$ cat config.mk
export PLATFORM = sky130hd
export DESIGN_NAME = i2c_dual_addr_match
export DESIGN_NICKNAME = d
export VERILOG_FILES = /design/src/rtl/i2c_am_pkg.sv /design/src/rtl/iam_sync.sv /design/src/rtl/iam_line_mon.sv /design/src/rtl/iam_regs.sv /design/src/rtl/iam_capture.sv /design/src/rtl/i2c_dual_addr_match.sv
export SDC_FILE = /design/constraint.sdc
export NUM_CORES = 1
export LEC_CHECK = 0
export ABC_AREA = 1
export BUFFER_PORTS_ARGS = -buffer_cell sky130_fd_sc_hd__buf_4
export CAP_MARGIN = 20
export CORE_MARGIN = 5
export CORE_UTILIZATION = 55
export CTS_BUF_LIST = sky130_fd_sc_hd__clkbuf_4
export DETAILED_ROUTE_END_ITERATION = 16
export GPL_TIMING_DRIVEN = 0
export PLACE_DENSITY = 0.78
export RECOVER_POWER = 50
export SYNTH_ARGS = -nofsm -noshare
export SYNTH_HDL_FRONTEND = slang
export SYNTH_HIERARCHICAL = 1
export SYNTH_SLANG_ARGS = --single-unit
$ cat constraint.sdc
create_clock -name clk -period 1.45 [get_ports clk]
set_input_delay 0.29 -clock clk [delete_from_list [all_inputs] [get_ports clk]]
set_output_delay 0.29 -clock clk [all_outputs]
set_load 0.1 [all_outputs]
$ cat src/rtl/i2c_am_pkg.sv
package i2c_am_pkg;

   typedef enum logic [1:0] {
      OFS_SHARED = 2'd0,
      OFS_SECOND = 2'd1,
      OFS_CTRL   = 2'd2,
      OFS_RSVD   = 2'd3
   } reg_ofs_e;

   typedef struct packed {
      logic start;
      logic stop;
      logic scl_rise;
      logic sda;
   } line_ev_t;

endpackage

$ cat src/rtl/iam_sync.sv
module iam_sync #(
   parameter int   STAGES  = 2,
   parameter logic RST_VAL = 1'b1
) (
   input  logic clk,
   input  logic rst_n,
   input  logic d,
   output logic q
);
   if (STAGES < 2) begin : g_bad_stages
      $error("iam_sync: STAGES must be at least 2");
   end

   logic [STAGES-1:0] chain;

   always_ff @(posedge clk or negedge rst_n) begin
      if (!rst_n) chain <= {STAGES{RST_VAL}};
      else        chain <= {chain[STAGES-2:0], d};
   end

   assign q = chain[STAGES-1];
endmodule

$ cat src/rtl/iam_line_mon.sv
module iam_line_mon
   import i2c_am_pkg::*;
#(
   parameter int SYNC_STAGES = 2
) (
   input  logic     clk,
   input  logic     rst_n,
   input  logic     scl_i,
   input  logic     sda_i,
   output line_ev_t ev_o
);
   localparam int NLINES = 2;
   localparam int L_SCL  = 1;
   localparam int L_SDA  = 0;

   logic [NLINES-1:0] raw, syn, prv;
   assign raw = {scl_i, sda_i};

   for (genvar i = 0; i < NLINES; i++) begin : g_line
      iam_sync #(.STAGES(SYNC_STAGES), .RST_VAL(1'b1)) u_sync (
         .clk   (clk),
         .rst_n (rst_n),
         .d     (raw[i]),
         .q     (syn[i])
      );
   end

   always_ff @(posedge clk or negedge rst_n) begin
      if (!rst_n) prv <= '1;
      else        prv <= syn;
   end

   logic scl_hi;
   assign scl_hi        = syn[L_SCL] & prv[L_SCL];
   assign ev_o.start    = scl_hi &  prv[L_SDA] & ~syn[L_SDA];
   assign ev_o.stop     = scl_hi & ~prv[L_SDA] &  syn[L_SDA];
   assign ev_o.scl_rise = syn[L_SCL] & ~prv[L_SCL];
   assign ev_o.sda      = syn[L_SDA];

   a_r4_not_both_events: assert property (@(posedge clk) disable iff (!rst_n)
      !(ev_o.start && ev_o.stop));
endmodule

$ cat src/rtl/iam_regs.sv
module iam_regs
   import i2c_am_pkg::*;
#(
   parameter int REG_W = 8,
   parameter int OFS_W = 2
) (
   input  logic             clk,
   input  logic             rst_n,
   input  logic             we_i,
   input  logic [OFS_W-1:0] ofs_i,
   input  logic [REG_W-1:0] wdata_i,
   output logic [REG_W-1:0] rdata_o,
   output logic [REG_W-1:0] pri_o,
   output logic [REG_W-1:0] sec_o,
   output logic             en_o
);
   if (OFS_W != 2) begin : g_bad_ofs
      $error("iam_regs: slot decode needs a 2-bit offset");
   end
   if (REG_W < 2) begin : g_bad_w
      $error("iam_regs: register needs address and format bits");
   end

   reg_ofs_e         sel;
   logic [REG_W-1:0] pri_q, sec_q, mode_q;
   logic             en_q;

   assign sel = reg_ofs_e'(ofs_i);

   always_ff @(posedge clk or negedge rst_n) begin
      if (!rst_n) begin
         pri_q  <= '0;
         sec_q  <= '0;
         mode_q <= '0;
         en_q   <= 1'b0;
      end else if (we_i) begin
         unique case (sel)
            OFS_SHARED: begin
               if (en_q) mode_q <= wdata_i;
               else      pri_q  <= wdata_i;
            end
            OFS_SECOND: sec_q <= wdata_i;
            OFS_CTRL:   en_q  <= wdata_i[0];
            default:    ;
         endcase
      end
   end

   always_comb begin
      unique case (sel)
         OFS_SHARED: rdata_o = en_q ? mode_q : pri_q;
         OFS_SECOND: rdata_o = sec_q;
         OFS_CTRL:   rdata_o = {{(REG_W-1){1'b0}}, en_q};
         default:    rdata_o = '0;
      endcase
   end

   assign pri_o = pri_q;
   assign sec_o = sec_q;
   assign en_o  = en_q;

   a_r3_shared_writes_primary: assert property (@(posedge clk) disable iff (!rst_n)
      (we_i && sel == OFS_SHARED && !en_q) |=> (pri_o == $past(wdata_i)));
   a_r3_primary_locked: assert property (@(posedge clk) disable iff (!rst_n)
      (we_i && sel == OFS_SHARED && en_q) |=> $stable(pri_o));
   a_r2_rsvd_reads_zero: assert property (@(posedge clk) disable iff (!rst_n)
      (sel == OFS_RSVD) |-> (rdata_o == '0));
endmodule

$ cat src/rtl/iam_capture.sv
module iam_capture
   import i2c_am_pkg::*;
#(
   parameter int ADDR_W = 7
) (
   input  logic              clk,
   input  logic              rst_n,
   input  line_ev_t          ev_i,
   input  logic [ADDR_W-1:0] pri_addr_i,
   input  logic [ADDR_W-1:0] sec_addr_i,
   input  logic              fs_i,
   input  logic              fsx_i,
   input  logic              en_i,
   output logic              addressed_o,
   output logic              hit_pri_o,
   output logic              hit_sec_o,
   output logic              rw_o
);
   localparam int BYTE_W = ADDR_W + 1;
   localparam int CNT_W  = $clog2(BYTE_W + 1);
   localparam logic [CNT_W-1:0] LAST = CNT_W'(BYTE_W - 1);

   logic              busy;
   logic [CNT_W-1:0]  cnt;
   logic [ADDR_W-1:0] shreg;
   logic              last_bit, hit_p, hit_s;

   // Address bits are all in shreg when the direction bit arrives.
   assign last_bit = ev_i.scl_rise && busy && (cnt == LAST);
   assign hit_p    = en_i && !fs_i  && (shreg == pri_addr_i);
   assign hit_s    = en_i && !fsx_i && (shreg == sec_addr_i) && !hit_p;

   always_ff @(posedge clk or negedge rst_n) begin
      if (!rst_n) begin
         busy        <= 1'b0;
         cnt         <= '0;
         shreg       <= '0;
         addressed_o <= 1'b0;
         hit_pri_o   <= 1'b0;
         hit_sec_o   <= 1'b0;
         rw_o        <= 1'b0;
      end else if (ev_i.start) begin
         busy        <= 1'b1;
         cnt         <= '0;
         addressed_o <= 1'b0;
         hit_pri_o   <= 1'b0;
         hit_sec_o   <= 1'b0;
      end else if (ev_i.stop) begin
         busy        <= 1'b0;
         addressed_o <= 1'b0;
         hit_pri_o   <= 1'b0;
         hit_sec_o   <= 1'b0;
      end else if (last_bit) begin
         busy        <= 1'b0;
         rw_o        <= ev_i.sda;
         addressed_o <= hit_p | hit_s;
         hit_pri_o   <= hit_p;
         hit_sec_o   <= hit_s;
      end else if (ev_i.scl_rise && busy) begin
         cnt   <= cnt + 1'b1;
         shreg <= {shreg[ADDR_W-2:0], ev_i.sda};
      end
   end

   a_r4_start_clears: assert property (@(posedge clk) disable iff (!rst_n)
      ev_i.start |=> !addressed_o);
   a_r4_stop_clears: assert property (@(posedge clk) disable iff (!rst_n)
      ev_i.stop |=> !addressed_o);
   a_r5_flag_holds: assert property (@(posedge clk) disable iff (!rst_n)
      (addressed_o && !ev_i.start && !ev_i.stop) |=> addressed_o);
   a_r7_single_hit: assert property (@(posedge clk) disable iff (!rst_n)
      $onehot0({hit_pri_o, hit_sec_o}));
   a_r8_needs_enable: assert property (@(posedge clk) disable iff (!rst_n)
      $rose(addressed_o) |-> $past(en_i));
   a_r6_no_match_sync_fmt: assert property (@(posedge clk) disable iff (!rst_n)
      $rose(addressed_o) |-> !$past(fs_i && fsx_i));
endmodule

$ cat src/rtl/i2c_dual_addr_match.sv
module i2c_dual_addr_match
   import i2c_am_pkg::*;
#(
   parameter int ADDR_W      = 7,
   parameter int SYNC_STAGES = 2,
   parameter int OFS_W       = 2
) (
   input  logic              clk,
   input  logic              rst_n,
   input  logic              scl_i,
   input  logic              sda_i,
   input  logic              reg_we,
   input  logic [OFS_W-1:0]  reg_ofs,
   input  logic [ADDR_W:0]   reg_wdata,
   output logic [ADDR_W:0]   reg_rdata,
   output logic              addressed_o,
   output logic              hit_pri_o,
   output logic              hit_sec_o,
   output logic              rw_o
);
   localparam int REG_W = ADDR_W + 1;

   if (ADDR_W < 2) begin : g_bad_addr
      $error("i2c_dual_addr_match: ADDR_W too small");
   end

   line_ev_t         ev;
   logic [REG_W-1:0] pri, sec;
   logic             en;

   iam_line_mon #(.SYNC_STAGES(SYNC_STAGES)) u_line (
      .clk   (clk),
      .rst_n (rst_n),
      .scl_i (scl_i),
      .sda_i (sda_i),
      .ev_o  (ev)
   );

   iam_regs #(.REG_W(REG_W), .OFS_W(OFS_W)) u_regs (
      .clk     (clk),
      .rst_n   (rst_n),
      .we_i    (reg_we),
      .ofs_i   (reg_ofs),
      .wdata_i (reg_wdata),
      .rdata_o (reg_rdata),
      .pri_o   (pri),
      .sec_o   (sec),
      .en_o    (en)
   );

   iam_capture #(.ADDR_W(ADDR_W)) u_cap (
      .clk         (clk),
      .rst_n       (rst_n),
      .ev_i        (ev),
      .pri_addr_i  (pri[REG_W-1:1]),
      .sec_addr_i  (sec[REG_W-1:1]),
      .fs_i        (pri[0]),
      .fsx_i       (sec[0]),
      .en_i        (en),
      .addressed_o (addressed_o),
      .hit_pri_o   (hit_pri_o),
      .hit_sec_o   (hit_sec_o),
      .rw_o        (rw_o)
   );

   a_r7_addressed_is_or: assert property (@(posedge clk) disable iff (!rst_n)
      addressed_o == (hit_pri_o | hit_sec_o));
endmodule

==> impl_metrics.ini <==
[floorplanning]
die_h_um = 77.29
die_w_um = 77.29
die_area_mm2 = 0.005973
start_util = 0.5679
rows = 24
core_area_mm2 = 0.004384
ios = 27

[run]
drv_cap = 0

[pwr]
power_switching_mw = 1.651
p_clk_frac = 0.182
cellPowerDensity_mw_per_mm2 = 1294
p_leak_nw = 1.679
power_frac_comb = 0.384
total_power_mw = 4.228
swShare = 0.3904
peakVddDrop_mv = 0.8446
p_int_mw = 2.577
power_frac_seq = 0.434

[logic_synthesis]
synth_nets = 357
synth_cell_types = 24
synth_top_area_cell = dfrtp_1
synthTopCellsByArea = dfrtp_1 (41%), nand2_1 (23%), inv_1 (7.1%)
netlist.area_leader.share = 0.4121
synth-seq-cells = 47
yosysWarningCount = 6
syn_area_per_cell_um2 = 7.302
syn_inst = 341
yosysSeqAreaShare = 0.4754
syn_area_mm2 = 0.002490

[detailed_routing]
via_per_inst = 5.155
vias = 2268
wl_per_cell_um = 13.62
postRouteAntennaNets = 0
drc = 0
drt_pre_antenna_iters = 5
routed_wl_um = 5993
first_iter_violations = 137

[timing]
timing.final.crit_share = 1.263
tightest_slew_ns = 0.6520
finalWorstSetupSlack_ns = -0.3814
fin_setup_tns_ns = -3.670
hold_ws_ns = 0.02804
finalCriticalPeriod_ns = 1.831
fmax_mhz = 546.0
max_slew_margin = 0.5653
finClkSkew_ns = 0.01283
hold_viol_final = 0
final-setup-viol-count = 20
finalMaxSlewViolations = 0
rsz0062_at_grt = true

[global_route]
antenna_found_initial = 0
grt_max_degree = 48
grtUsageTotal = 0.2029
grt_pass1_vias = 2132
overflow = 0
grt_pass1_wl_um = 9832

[clock_tree]
tritoncts = yes
cts_num_sinks = 47
clk_pin_slew_ns = 0.14
cts-root-buf = clkbuf_4
clk_path_buf_depth = 2
cts_buffers = 5
htreeDepth = 2
clock_latency_ns = 0.37

[place]
port_buffers = 26
dp_cells = 419
dp.final_hpwl_um = 3958
gp_congestion = 0.8409

[setup_path]
worstPathCellList = buf_6 > buf_8 > inv_2 > nand2_2 > nand3_2 > nand2_4 > buf_12
reg2reg_from = u_regs/en_o$_DFFE_PN0P_
crit_fanout = 6
worstPathArrival_ns = 1.54
cp_top_family = buffers and inverters
max_stage_delay_ns = 0.42
start_kind = flip-flop
crit_type = flip-flop to primary output
cpMaxStageDelayCell = dfrtp_1
startpoint = u_regs/en_o$_DFFE_PN0P_
required_ns = 1.16
crit_buf_inv = 4
end_kind = primary output

[cells_and_area]
finalNonFillerCells = 440
post-route-util = 0.7454
fin_nets = 403
syn2layout_area_growth_pct = 31.26
diodes = 0
layout-drive-gt1-share = 0.2861

[status]
violations = setup timing
status = finished, violations left

[hold_path]
worstHoldPathType = primary input to flip-flop
worstHoldStart = scl_i
-- routing by layer --
metal / vias up / wire length [um] / track usage
li1: 1123 / - / -
met1: 1062 / 2597 / 0.2725
met2: 74 / 2936 / 0.3207
met3: 9 / 343 / 0.04215
met4: 0 / 114 / 0.07732
met5: - / 0 / 0
-- layout make-up --
class / instances / area (um2)
fillers: 335 / 1116
multi-input cells: 239 / 1272
inverters: 49 / 183.9
repair buffers: 39 / 419.2
plain buffers: 6 / 67.56
flip-flops and latches: 47 / 1184
clock buffers: 5 / 37.54
clock inverters: 3 / 38.79
well taps: 52 / 65.06
-- registers in the layout (all words and copies together) (netlist names) --
signal and flops:
u_cap/addressed_o 1, u_cap/busy 1, u_cap/cnt 4, u_cap/hit_pri_o 1, u_cap/hit_sec_o 1, u_cap/rw_o 1
u_cap/shreg 7, u_line/g_line.u_sync/chain 4, u_line/prv 2, u_regs/en_o 1, u_regs/mode_q 8, u_regs/pri_o 8
u_regs/sec_o 8
-- synth_stat cells (all sizes together) --
cell type,instances
nand2,157
inv,48
dfrtp,41
nand3,31
nor2,28
o21ai,18
buf,6
dfstp,6
nor3,2
a21oi,1
clkinv,1
ha,1
or2,1
-- through the flow --
step,setup WS (ns),cell area [um2]
2_1_floorplan,-0.1140,2595
3_3_place_gp,-0.2182,2855
3_5_place_dp,-0.2234,2855
4_1_cts,-0.3425,3159
5_1_grt,-0.4249,3268
6_report,-0.3814,3268
-- timing repair --
action                                  in CTS  in global routing
pin swaps                                   11                  9
hold buffers                                 1                  1
endpoints found under the hold margin       41                  1
cloned                                       2                  1
buffers inserted                             3                  5
resized for setup                           46                 30
endpoints found under the setup margin      17                 31
-- power by group through the flow --
stage	logic, mW	clock network, mW	registers, mW
6_report	1.62	0.771	1.83
5_1_grt	1.79	0.850	1.88
4_1_cts	1.52	0.792	1.82
3_5_place_dp	1.28	0	1.84
3_3_place_gp	1.24	0	1.83
2_1_floorplan	1.02	0	1.78
-- cell families (layout without fill, tap and decap cells) --
group                      Yosys count  in the layout  synth area share
AOI/OAI and AO/OA                   19             19           0.04121
adders and majority gates            1              1          0.005024
buffers and inverters               55            102           0.09648
DFF                                 47             47            0.4754
and+or+nand+nor                    219            219            0.3819
-- final timing paths --
path                                                         endpoint  slack, ns  cells past startpoint
max                                                      reg_rdata[0]      -0.38                      7
min                        u_line/g_line[1].u_sync/chain[0]$_DFF_PN1_       0.03                      1
max reg2reg                              u_regs/mode_q[4]$_DFFE_PN0P_      -0.12                      7
min reg2reg                u_line/g_line[0].u_sync/chain[1]$_DFF_PN1_       0.37                      0
max in group asynchronous                  u_cap/shreg[3]$_DFFE_PN0P_       0.51                      2
min in group asynchronous                u_regs/mode_q[2]$_DFFE_PN0P_       0.50                      2
-- layout by cell type, fill, tap and decap left out, types with 4 or more instances in the layout --
cell type	instances
nor2_2	8
nor2_4	8
nand2_1	140
clkbuf_4	8
buf_4	22
dfstp_2	4
nand2_4	5
nor2_1	11
buf_6	6
nand3_1	26
o21ai_4	6
buf_12	8
dfrtp_1	41
inv_1	41
o21ai_1	7
nand2_2	12
inv_2	7
Note: power is estimated with default switching activity, not from simulation.
